==> src/rtl/wtt_pkg.sv <==
package wtt_pkg;
  localparam int REG_W   = 8;
  localparam int F_SRC   = 4;
  localparam int F_IE    = 5;
  localparam int F_ACK   = 6;
  localparam int F_FLAG  = 7;

  typedef enum logic {
    SRC_LF = 1'b0,
    SRC_HF = 1'b1
  } src_e;
endpackage

==> src/rtl/wtt_tick_sel.sv <==
module wtt_tick_sel
  import wtt_pkg::*;
(
  input  logic lf_tick,
  input  logic hf_tick,
  input  logic hf_alive,
  input  src_e src,
  output logic tick
);
  // high-frequency pulses only count while that source is present
  logic hf_gated;
  assign hf_gated = hf_tick & hf_alive;

  always_comb begin
    unique case (src)
      SRC_HF:  tick = hf_gated;
      default: tick = lf_tick;
    endcase
  end
endmodule

==> src/rtl/wtt_period_cnt.sv <==
module wtt_period_cnt #(
  parameter int SEL_W = 3,
  localparam int CNT_W = (1 << SEL_W) - 1
) (
  input  logic             clk,
  input  logic             rst_n,
  input  logic [SEL_W-1:0] sel,
  input  logic             tick,
  input  logic             restart,
  output logic [CNT_W-1:0] cnt_q,
  output logic             expire
);
  logic [CNT_W:0]   limit;
  logic             active;
  logic             at_last;

  assign limit   = ({{CNT_W{1'b0}}, 1'b1} << sel) - 1'b1;
  assign active  = (sel != '0);
  assign at_last = (cnt_q == limit[CNT_W-1:0]);
  assign expire  = tick & active & ~restart & at_last;

  always_ff @(posedge clk or negedge rst_n) begin
    if (!rst_n) begin
      cnt_q <= '0;
    end else if (restart || !active) begin
      cnt_q <= '0;
    end else if (tick) begin
      cnt_q <= at_last ? '0 : cnt_q + 1'b1;
    end
  end
endmodule

==> src/rtl/wtt_status.sv <==
module wtt_status (
  input  logic clk,
  input  logic rst_n,
  input  logic expire,
  input  logic ack,
  input  logic in_stop,
  input  logic ie,
  output logic flag_q,
  output logic wake_q,
  output logic irq
);
  always_ff @(posedge clk or negedge rst_n) begin
    if (!rst_n) begin
      flag_q <= 1'b0;
      wake_q <= 1'b0;
    end else begin
      // a fresh expiry outranks a simultaneous acknowledge
      flag_q <= expire | (flag_q & ~ack);
      wake_q <= expire & in_stop;
    end
  end

  assign irq = flag_q & ie;
endmodule

==> src/rtl/wake_tick_timer.sv <==
module wake_tick_timer
  import wtt_pkg::*;
#(
  parameter int SEL_W = 3
) (
  input  logic             clk,
  input  logic             rst_n,
  input  logic             lf_tick,
  input  logic             hf_tick,
  input  logic             hf_alive,
  input  logic             in_stop,
  input  logic             cfg_we,
  input  logic [REG_W-1:0] cfg_wdata,
  output logic [REG_W-1:0] cfg_rdata,
  output logic             irq,
  output logic             wake
);
  localparam int CNT_W = (1 << SEL_W) - 1;

  logic [SEL_W-1:0] sel_q;
  src_e             src_q;
  logic             ie_q;
  logic [SEL_W-1:0] sel_w;
  src_e             src_w;
  logic             restart;
  logic             ack;
  logic             tick;
  logic [CNT_W-1:0] cnt_q;
  logic             expire;
  logic             flag_q;
  logic             unused_bits;

  assign sel_w       = cfg_wdata[SEL_W-1:0];
  assign src_w       = src_e'(cfg_wdata[F_SRC]);
  assign restart     = cfg_we & ((sel_w != sel_q) | (src_w != src_q));
  assign ack         = cfg_we & cfg_wdata[F_ACK];
  assign unused_bits = ^{cfg_wdata[F_FLAG], cfg_wdata[F_SRC-1:SEL_W]};

  always_ff @(posedge clk or negedge rst_n) begin
    if (!rst_n) begin
      sel_q <= '0;
      src_q <= SRC_LF;
      ie_q  <= 1'b0;
    end else if (cfg_we) begin
      sel_q <= sel_w;
      src_q <= src_w;
      ie_q  <= cfg_wdata[F_IE];
    end
  end

  wtt_tick_sel u_tsel (
    .lf_tick  (lf_tick),
    .hf_tick  (hf_tick),
    .hf_alive (hf_alive),
    .src      (src_q),
    .tick     (tick)
  );

  wtt_period_cnt #(.SEL_W(SEL_W)) u_cnt (
    .clk     (clk),
    .rst_n   (rst_n),
    .sel     (sel_q),
    .tick    (tick),
    .restart (restart),
    .cnt_q   (cnt_q),
    .expire  (expire)
  );

  wtt_status u_stat (
    .clk     (clk),
    .rst_n   (rst_n),
    .expire  (expire),
    .ack     (ack),
    .in_stop (in_stop),
    .ie      (ie_q),
    .flag_q  (flag_q),
    .wake_q  (wake),
    .irq     (irq)
  );

  always_comb begin
    cfg_rdata                 = '0;
    cfg_rdata[SEL_W-1:0]      = sel_q;
    cfg_rdata[F_SRC]          = src_q;
    cfg_rdata[F_IE]           = ie_q;
    cfg_rdata[F_FLAG]         = flag_q;
  end
endmodule

==> config.mk <==
export PLATFORM = sky130hd
export DESIGN_NAME = wake_tick_timer
export DESIGN_NICKNAME = d
export VERILOG_FILES = /design/src/rtl/wtt_pkg.sv /design/src/rtl/wtt_tick_sel.sv /design/src/rtl/wtt_period_cnt.sv /design/src/rtl/wtt_status.sv /design/src/rtl/wake_tick_timer.sv
export SDC_FILE = /design/constraint.sdc
export NUM_CORES = 1
export LEC_CHECK = 0
export ABC_CLOCK_PERIOD_IN_PS = 3070
export BUFFER_PORTS_ARGS = -buffer_cell sky130_fd_sc_hd__buf_2
export CAP_MARGIN = 0
export CORE_MARGIN = 1.5
export CORE_UTILIZATION = 53
export DETAILED_ROUTE_END_ITERATION = 12
export PLACE_DENSITY = 0.81
export SLEW_MARGIN = 30
export SYNTH_ARGS = -nofsm -noshare
export SYNTH_HDL_FRONTEND = slang
export SYNTH_HIERARCHICAL = 1
export SYNTH_SLANG_ARGS = --single-unit
export TNS_END_PERCENT = 10
==> constraint.sdc <==
create_clock -name clk -period 3.07 [get_ports clk]
set_input_delay 0.1535 -clock clk [delete_from_list [all_inputs] [get_ports clk]]
set_output_delay 0.1535 -clock clk [all_outputs]
set_load 0.05 [all_outputs]
==> impl_metrics.toml, run 1 <==
[run_status]
outcome = "finished clean"

[cells_and_area]
syn2layout_area_growth_pct = 8.23
layout-drive-gt1-share_pct = 32.3
design.final.nets = 142
num_antenna_cells = 0
final_design_utilization_pct = 60.2

[synth]
synth_most_common_cell = "sky130_fd_sc_hd__dfrtp_1"
yosys_warnings = 6
synth.area.top_cells = "sky130_fd_sc_hd__dfrtp_1, sky130_fd_sc_hd__xor2_1, sky130_fd_sc_hd__mux2_2, sky130_fd_sc_hd__nor4_2, sky130_fd_sc_hd__buf_4"
fraction_of_the_yosys_area_taken_by_sequential_cells_pct = 32.4
post-synth-top-area-fraction_pct = 32.4
synth_cells = 112
synthTopCellsByCount = "sky130_fd_sc_hd__dfrtp_1, sky130_fd_sc_hd__xor2_1, sky130_fd_sc_hd__buf_4, sky130_fd_sc_hd__nand2_1, sky130_fd_sc_hd__nor2_1"
edff_count_synth = 0
postSynthAreaPerCell_sq_um = 9.64
yosys.area.top_type = "sky130_fd_sc_hd__dfrtp_1"
async_flop_share_pct = 100
ys_seq_elements = 14
synth_cell_type_count = 42
prevailing_post_synth_register_cell = "sky130_fd_sc_hd__dfrtp_1"
syn-cell-area_sq_mm = 0.00108

[grt]
grt_most_used_layer = "met2"
antenna_found_initial = 0
globalRouteMet3Util_pct = 5.56
grt_usage_pct = 19.4
grt_pass1_wl_microns = 2940
grt_use_met2_pct = 34.1
overflow = 0
grt_max_degree = 15
grt_pass1_vias = 712
global_route_track_usage_on_met1_pct = 21.3

[cts]
worst_setup_hold_path_clk_slew_ps = 80
h-tree-depth = 1
cts_inserted_buffers = 3
cts_resized = 0
worstSkewPairLatency_ps = 290
cts_tree = "yes"
clock_path_buffers = 2
tritoncts_num_sinks = 14
clk_root_buffer_cell = "sky130_fd_sc_hd__clkbuf_4"

[detailed_routing]
number_of_vias_per_cell_after_detailed_routing = 5.63
drt_pass1_iterations = 4
wirelength_microns = 2050
detail_route.wl_per_cell_microns = 13.6
detailed_router_s_first_iteration_violation_count = 16
vias = 850
drt.antenna.violating_nets = 0
post-route-drc-count = 0

[setup_path]
rr_endpoint = "u_cnt/cnt_q[2]"
reg2reg_setup_slack_ps = 340
cp-start-kind = "flip-flop"
worstReg2RegStart = "sel_q[2]"
worstSetupPathType = "flip-flop to flip-flop"
worst_path_required_time_ps = 3270
cp_data_arrival_time_ps = 2930
timing.reg2reg.worst_path_depth = 8
critical_path.max_fanout = 13
critPathCaptureType = "flip-flop"

[placed_design]
finalWeightedCongestion = 0.764
place_hpwl_microns = 1510
io_buffers = 20
pre_cts_slack_ps = 396

[power_and_ir_drop]
vdd_ir_drop_max_mv = 0.265
power_density_mw_per_mm2 = 434
power.leakage_nw = 0.556

[worst_hold_path]
holdCritStartpoint = "in_stop"
capture_endpoint_of_the_worst_hold_path = "u_stat/wake_q"
hold_path_depth = 2
hold_class = "input port to flip-flop"

[die]
design.core.area_sq_mm = 0.00194
die_w_microns = 48.1
design.die.area_sq_mm = 0.00232
dieHeight_microns = 48.1
initial_standard_cell_utilization_of_the_core_pct = 55.6
placement_rows = 16
io_pins = 25

[sta]
report.final.hold_viol_count = 0
setup_repair_after_global_routing_missed_its_margin = "false"
worst_slew_slack_as_a_fraction_of_its_limit_pct = 40.1
period_utilization_pct = 88.9
total_negative_slack_ps = 0
setup_viol = 0
finClkSkew_ps = 1.94
report.final.slew_viol_count = 0
final_period_minus_worst_setup_slack_ps = 2730
achievable-frequency_mhz = 367
tightestPinTransition_ps = 893
final.setup.worst_slack_ps = 342

[flow_run]
max_cap_viols = 0
worst max path at each step:
stage	slack, ps	from	to	depth (start not counted)
3_3_place_gp	480	sel_q[2]	u_cnt/cnt_q[3]	8
6_report	340	sel_q[2]	u_cnt/cnt_q[2]	8
3_5_place_dp	400	sel_q[2]	u_cnt/cnt_q[2]	8
5_1_grt	250	sel_q[2]	u_cnt/cnt_q[3]	8
2_1_floorplan	340	sel_q[1]	u_cnt/cnt_q[2]	10
4_1_cts	390	sel_q[2]	u_cnt/cnt_q[2]	8
what timing repair did:
item / in CTS / in global routing
buffers inserted: 0 / 0
hold buffers: 1 / 0
endpoints found under the hold margin: 14 / 0
report_power, final:
group          leakage, nW  switching (W)  total, W  internal (W)
sequential           0.183      0.0000220  0.000217      0.000194
combinational        0.351      0.0000959  0.000154     0.0000583
clock               0.0210      0.0000643  0.000137     0.0000724
cell families after synthesis:
family                     synth area share (%)
and+or+nand+nor                            27.7
buffers and inverters                      10.2
AOI/OAI and AO/OA                          11.2
DFF                                        32.4
xor gates and xnor gates                   10.5
muxes                                      5.21
adders and majority gates                  2.32
other                                     0.347
layer usage:
| layer | up-vias | wire length (microns) |
|---|---|---|
| li1 | 410 | - |
| met1 | 419 | 887 |
| met2 | 16 | 1070 |
| met3 | 5 | 57 |
| met4 | 0 | 40 |
| met5 | - | 0 |
per-stage QoR:
stage               cells  power, W  cell area [sq um]  hold WS (ps)
finish                151  0.000507               1170          76.1
global route          151  0.000535               1170          55.0
CTS                   151  0.000509               1170          75.1
detailed placement    146  0.000372               1120          62.4
global placement      146  0.000366               1120          67.1
floorplan             113  0.000351               1080          -142
cell type report:
cell class | instances | area (sq um)
fillers | 172 | 773
multi-input cells | 81 | 623
repair buffers | 21 | 110
flip-flops and latches | 14 | 350
inverters | 4 | 15.0
well taps | 27 | 33.8
clock buffers | 4 | 36.3
layout by cell type (no fill, tap or decap), types with 4 or more instances in the layout:
cell type                 instances
sky130_fd_sc_hd__buf_2           20
sky130_fd_sc_hd__dfrtp_1         14
sky130_fd_sc_hd__xor2_1           8
sky130_fd_sc_hd__nor2_1           6
sky130_fd_sc_hd__nand2_1          6
sky130_fd_sc_hd__mux2_2           5
sky130_fd_sc_hd__xnor2_1          5
sky130_fd_sc_hd__and3_1           5
sky130_fd_sc_hd__inv_1            4
sky130_fd_sc_hd__nor4_2           4
sky130_fd_sc_hd__nand3_1          4
state kept, by name (all words and copies together) (netlist names):
signal	flops
u_stat/flag_q	1
src_q	1
ie_q	1
u_cnt/cnt_q	7
u_stat/wake_q	1
sel_q	3
critical path: stages, from the launching register on:
cell and delay [ps]:
sky130_fd_sc_hd__dfrtp_1 520, sky130_fd_sc_hd__or3_4 460, sky130_fd_sc_hd__ha_1 340, sky130_fd_sc_hd__and3_1 230
sky130_fd_sc_hd__a211o_1 280, sky130_fd_sc_hd__a211oi_2 270, sky130_fd_sc_hd__nor3_2 90, sky130_fd_sc_hd__and3_4 210
sky130_fd_sc_hd__nor4_2 230
Note: power is estimated with default switching activity, not from simulation.
==> inputs of run 2 (changes only) <==
ABC_AREA = 1   (was not set)
PLACE_DENSITY = 0.8   (was 0.81)
==> run 2 against run 1 <==
Synthesized cell count rose by 58%. Cell area rose by 9.6%. Flip-flop and latch count did not move. Non-clock buffer count did not move. Global-route usage rose by 0.80 points. Sequential share of layout area fell by 2.6 points. Clock skew rose by 3.2 ps. Sequential power fell by 3%. Wire length rose by 9.9%. Via count rose by 28%. Critical endpoint is now u_stat/flag_q.
==> impl_metrics.toml, run 2 <==
[run_status]
outcome = "finished clean"

[power_and_ir_drop]
power.leakage_nw = 0.732
p_int_w = 0.000314
comb_power_share_pct = 31.7
vdd_ir_drop_max_mv = 0.302
total_power_w = 0.000504
switching_share_pct = 37.7
power_density_mw_per_mm2 = 394
p_switching_w = 0.000190
sequential_group_share_of_total_power_pct = 41.6
power.clock.fraction_pct = 26.8

[placed_design]
finalWeightedCongestion = 0.794
place_hpwl_microns = 1750
io_buffers = 20

[die]
die_w_microns = 49.7
dieHeight_microns = 49.7
io_pins = 25
design.die.area_sq_mm = 0.00247
placement_rows = 16
initial_standard_cell_utilization_of_the_core_pct = 57.6
design.core.area_sq_mm = 0.00200

[synth]
postSynthAreaPerCell_sq_um = 6.52
synth.area.top_cells = "sky130_fd_sc_hd__dfrtp_1, sky130_fd_sc_hd__nand2_1, sky130_fd_sc_hd__inv_1, sky130_fd_sc_hd__nor2_1, sky130_fd_sc_hd__nand3_1"
synth_most_common_cell = "sky130_fd_sc_hd__nand2_1"
syn-cell-area_sq_mm = 0.00115
fraction_of_the_yosys_area_taken_by_sequential_cells_pct = 30.4
prevailing_post_synth_register_cell = "sky130_fd_sc_hd__dfrtp_1"
yosys_warnings = 6
synthTopCellsByCount = "sky130_fd_sc_hd__nand2_1, sky130_fd_sc_hd__inv_1, sky130_fd_sc_hd__dfrtp_1, sky130_fd_sc_hd__nor2_1, sky130_fd_sc_hd__nand3_1"
yosys.area.top_type = "sky130_fd_sc_hd__dfrtp_1"
async_flop_share_pct = 100
post-synth-top-area-fraction_pct = 30.4
ys_seq_elements = 14
synth_cells = 177
edff_count_synth = 0
synth_cell_type_count = 25

[cells_and_area]
num_antenna_cells = 0
largest_register_ffs = 7
top_register = "u_cnt/cnt_q"
final_design_utilization_pct = 64.0
layout-drive-gt1-share_pct = 25.0
syn2layout_area_growth_pct = 11.1
mostFrequentLayoutCells = "sky130_fd_sc_hd__nand2_1, sky130_fd_sc_hd__inv_1, sky130_fd_sc_hd__buf_2, sky130_fd_sc_hd__nor2_1, sky130_fd_sc_hd__dfrtp_1"
fill_cells = 184
layout_commonest_cell = "sky130_fd_sc_hd__nand2_1"
largest_registers = "u_cnt/cnt_q (7), sel_q (3)"
design.final.nets = 214

[detailed_routing]
vias = 1088
wirelength_microns = 2260
post-route-drc-count = 0
detailed_router_s_first_iteration_violation_count = 28
number_of_vias_per_cell_after_detailed_routing = 4.88
drt.antenna.violating_nets = 0
drt_pass1_iterations = 4
detail_route.wl_per_cell_microns = 10.1

[setup_path]
cp_data_arrival_time_ps = 2240
worstSetupPathType = "flip-flop to flip-flop"
critical_path.max_fanout = 10
worst_path_largest_cell_delay_ps = 490
critPathSlowestCell = "sky130_fd_sc_hd__dfrtp_1"
worst_path_required_time_ps = 3290
cp-start-kind = "flip-flop"
path_cells = "nor2_2 > nand2_2 > ha_1 > nand2_1 > inv_1 > nor2_1 > nand2_1 > nor2_2 > nand3_4 > nor2_4 > nand2_4 > nor2_2 > inv_1 > nand2_1"
critPathCaptureType = "flip-flop"

[sta]
total_negative_slack_ps = 0
setup_repair_after_global_routing_missed_its_margin = "false"
finClkSkew_ps = 5.15
setup_viol = 0
final_period_minus_worst_setup_slack_ps = 2020
report.final.slew_viol_count = 0
report.final.hold_viol_count = 0
achievable-frequency_mhz = 495
period_utilization_pct = 65.8

[flow_run]
max_cap_viols = 0

[cts]
h-tree-depth = 1
cts_resized = 0
post_cts_hold_buffer_count = 1
cts_inserted_buffers = 3
worst_setup_hold_path_clk_slew_ps = 90
clock_path_buffers = 2
post-cts-setup-buffers = 0
cts_tree = "yes"
clk_root_buffer_cell = "sky130_fd_sc_hd__clkbuf_4"
tritoncts_num_sinks = 14
worstSkewPairLatency_ps = 280

[grt]
grt_max_degree = 15
overflow = 0
grt_pass1_wl_microns = 3910
grt_pass1_vias = 960
antenna_found_initial = 0
grt_usage_pct = 20.2

[worst_hold_path]
hold_class = "input port to flip-flop"
run 2: changes by cell type after synthesis, moves of 5 or more:
| cell | before | now |
|---|---|---|
| sky130_fd_sc_hd__nor2_1 | 6 | 14 |
| sky130_fd_sc_hd__nand2_2 | 0 | 7 |
| sky130_fd_sc_hd__xor2_1 | 8 | 0 |
| sky130_fd_sc_hd__and3_1 | 5 | 0 |
| sky130_fd_sc_hd__inv_1 | 4 | 25 |
| sky130_fd_sc_hd__nand3_1 | 4 | 9 |
| sky130_fd_sc_hd__nand2_1 | 6 | 66 |
| sky130_fd_sc_hd__mux2_2 | 5 | 0 |
run 2: routing by layer:
metal,global-route usage [%],share of wire [%]
met5,0,0
met1,25.0,44
met4,7.41,0.66
met3,5.45,6.5
met2,33.6,48
run 2: final cells by class:
type	count	area, sq um	share of cell area [%]
timing repair buffer	21	110	8.59
sequential	14	350	27.3
multi-input combinational	127	636	49.6
inverter	30	115	8.98
tap	27	33.8	2.64
clock buffer	4	36.3	2.83
run 2: cell families (layout without fill, tap and decap cells):
group,after synthesis,in the layout,synth area share [%]
AND/OR/NAND/NOR,113,113,47.0
buffers and inverters,37,55,14.9
flip-flops,14,14,30.4
AO/OA/AOI/OAI,8,8,3.80
adder cells (fa/ha/maj),2,2,2.17
XOR/XNOR,2,2,1.52
other,1,2,0.325
run 2: final timing paths:
path                                     from        endpoint  slack, ps  cells past startpoint
max in group asynchronous               rst_n  u_cnt/cnt_q[4]       2510                      2
worst min register to register  u_stat/flag_q   u_stat/flag_q        510                      2
worst max register to register       sel_q[1]   u_stat/flag_q       1050                     14
worst max-delay path                 sel_q[1]   u_stat/flag_q       1050                     14
worst min-delay path                  in_stop   u_stat/wake_q         50                      3
min in group asynchronous               rst_n            ie_q        310                      2
run 2: critical path, delay by kind of cell, from the launching register on:
family	cells	cell delay, ps
and+or+nand+nor	11	1050
DFF	1	490
adders and majority gates	1	330
buffers and inverters	2	90
run 2: stage by stage:
stage               std cells  hold slack [ps]  instance area (sq um)  worst slack [ps]
global placement          218             68.9                   1230              1130
global route              223             42.6                   1280               876
CTS                       223             48.9                   1280              1060
floorplan                 178             -142                   1160               984
detailed placement        218             70.6                   1230              1090
finish                    223             54.1                   1280              1050
run 2: power by group through the flow:
| stage | combinational [W] | sequential, W | clock (W) |
|---|---|---|---|
| after floorplan | 0.000118 | 0.000223 | 0 |
| after global placement | 0.000151 | 0.000212 | 0 |
| after CTS | 0.000159 | 0.000210 | 0.000140 |
| after global routing | 0.000177 | 0.000213 | 0.000147 |
| after detailed placement | 0.000158 | 0.000213 | 0 |
| final | 0.000160 | 0.000210 | 0.000135 |
==> inputs of run 3 (changes only) <==
ABC_CLOCK_PERIOD_IN_PS = 1860   (was 3070)
clock period = 1.86 ns   (was 3.07 ns; I/O delays follow)
==> run 3 against run 2 <==
Sequential power up 62%. Sequential share of layout area down 1.5 points. Cell count up 3.1%. Wire length down 0.53%. Via count up 1.4%. Count of clock-buffer cells in the layout unchanged. Critical path depth unchanged. Cell area up 6.7%. Critical endpoint is now u_stat/wake_q.
==> impl_metrics.toml, run 3 (synthesized netlist as in run 2, its figures left out) <==
[power_and_ir_drop]
comb_power_share_pct = 35.2
power.clock.fraction_pct = 25.1
p_switching_w = 0.000313
sequential_group_share_of_total_power_pct = 39.8
p_int_w = 0.000543
switching_share_pct = 36.6
power.leakage_nw = 0.765
total_power_w = 0.000856
vdd_ir_drop_max_mv = 0.513
power_density_mw_per_mm2 = 626

[detailed_routing]
wirelength_microns = 2250
post-route-drc-count = 0
drt_pass1_iterations = 5
vias = 1103
detail_route.wl_per_cell_microns = 9.77
maxUsedRoutingLayer = "met4"
wl_on_met1_microns = 1030
number_of_vias_per_cell_after_detailed_routing = 4.80
detailed_router_s_first_iteration_violation_count = 26
drt.antenna.violating_nets = 0
wl_met2_microns = 1110
met3RoutedLength_microns = 78

[run_status]
outcome = "finished clean"

[grt]
antenna_found_initial = 0
grt_usage_pct = 19.8
grt_pass1_wl_microns = 3870
grt_pass1_vias = 1002
overflow = 0
grt_max_degree = 15

[cells_and_area]
num_antenna_cells = 0
mostFrequentLayoutCells = "sky130_fd_sc_hd__nand2_1, sky130_fd_sc_hd__inv_1, sky130_fd_sc_hd__buf_2, sky130_fd_sc_hd__nor2_1, sky130_fd_sc_hd__dfrtp_1"
syn2layout_area_growth_pct = 18.5
largest_register_ffs = 7
layout.cell_area.non_filler_sq_mm = 0.00137
top_register = "u_cnt/cnt_q"
layout-drive-gt1-share_pct = 29.6
design.final.nets = 221
largest_registers = "u_cnt/cnt_q (7), sel_q (3)"
layout_commonest_cell = "sky130_fd_sc_hd__nand2_1"

[die]
die_w_microns = 49.7
dieHeight_microns = 49.7
placement_rows = 16
initial_standard_cell_utilization_of_the_core_pct = 57.6
io_pins = 25
design.die.area_sq_mm = 0.00247
design.core.area_sq_mm = 0.00200

[cts]
worst_setup_hold_path_clk_slew_ps = 90
worstSkewPairLatency_ps = 280
clock_path_buffers = 2
tritoncts_num_sinks = 14
cts_tree = "yes"
clk_root_buffer_cell = "sky130_fd_sc_hd__clkbuf_4"
cts_inserted_buffers = 3
h-tree-depth = 1

[placed_design]
finalWeightedCongestion = 0.817
pre_cts_slack_ps = 41.4
place_area_sq_mm = 0.00128
place_hpwl_microns = 1720
io_buffers = 20

[sta]
final.setup.worst_slack_ps = 79.4
period_utilization_pct = 95.7
report.final.slew_viol_count = 0
setup_viol = 0
report.final.hold_viol_count = 0
setup_repair_after_global_routing_missed_its_margin = "true"
final_period_minus_worst_setup_slack_ps = 1780
achievable-frequency_mhz = 562
finClkSkew_ps = 5.12

[setup_path]
critical_path.n_buffers_inverters = 2
timing.critical_path.max_delay_family = "simple AND/OR/NAND/NOR gates"
critPathCaptureType = "flip-flop"
cp-start-kind = "flip-flop"
reg2reg_setup_slack_ps = 80
worst_path_largest_cell_delay_ps = 450
critPathSlowestCell = "sky130_fd_sc_hd__dfrtp_2"
worstSetupPathType = "flip-flop to flip-flop"
path_cells = "nor2_4 > nand2_2 > ha_4 > nand2_1 > inv_1 > nor2_1 > nand2_1 > nor2_2 > nand3_4 > nor2_4 > nand2_4 > nor2_4 > nand2_1 > inv_1"
worst_path_required_time_ps = 2080
cp_data_arrival_time_ps = 2000
critical_path.max_fanout = 7

[worst_hold_path]
hold_class = "input port to flip-flop"

[flow_run]
max_cap_viols = 0
[run 3: changes by cell type in the layout (fill, tap and decap cells not counted), sizes merged]
cell	before	now
buf	20	26
dlygate4sd3	1	2
[run 3: metal layers]
| metal | vias up | track usage [%] |
|---|---|---|
| met5 | - | 0 |
| met4 | 0 | 6.02 |
| met3 | 4 | 2.73 |
| met2 | 28 | 36.0 |
| met1 | 493 | 24.1 |
| li1 | 578 | - |
[run 3: timing repair]
item / in CTS / in global routing
setup endpoints to repair: 0 / 8
gates resized for setup: 0 / 3
endpoints found under the hold margin: 15 / 0
hold buffers: 2 / 0
setup buffers: 0 / 2
[run 3: per-stage QoR]
| stage | hold WS (ps) | instances | setup TNS (ps) | util, % |
|---|---|---|---|---|
| 2_1_floorplan | -203 | 178 | -95.4 | - |
| 3_3_place_gp | 3.22 | 222 | 0 | 64.0 |
| 3_5_place_dp | 7.90 | 222 | 0 | 64.0 |
| 4_1_cts | 12.2 | 228 | 0 | 66.8 |
| 5_1_grt | 34.6 | 230 | -111 | 68.3 |
| 6_report | 19.1 | 230 | 0 | 68.3 |
[run 3: worst paths after layout]
check	depth (start not counted)	startpoint	endpoint
hold / removal	3	cfg_wdata[5]	ie_q
setup / recovery	14	sel_q[0]	u_stat/wake_q
min in group asynchronous	2	rst_n	ie_q
setup reg to reg	14	sel_q[0]	u_stat/wake_q
max in group asynchronous	2	rst_n	sel_q[0]
hold reg to reg	2	u_stat/flag_q	u_stat/flag_q
[run 3: cell type report]
type	instances	area [sq um]
flip-flops and latches	14	354
repair buffers	28	165
fillers	181	634
well taps	27	33.8
clock buffers	4	36.3
inverters	30	115
multi-input cells	127	663
[run 3: tightest hold or removal path, stage by stage]
cell and delay, ps:
sky130_fd_sc_hd__buf_2 70, sky130_fd_sc_hd__nand2_1 40, sky130_fd_sc_hd__nand2_1 60
[run 3: power by group through the flow]
stage                     sequential [W]  combinational, W  clock, W
after floorplan                 0.000369          0.000202         0
after global placement          0.000344          0.000278         0
after detailed placement        0.000346          0.000287         0
after CTS                       0.000340          0.000291  0.000224
after global routing            0.000344          0.000334  0.000234
final                           0.000340          0.000301  0.000215
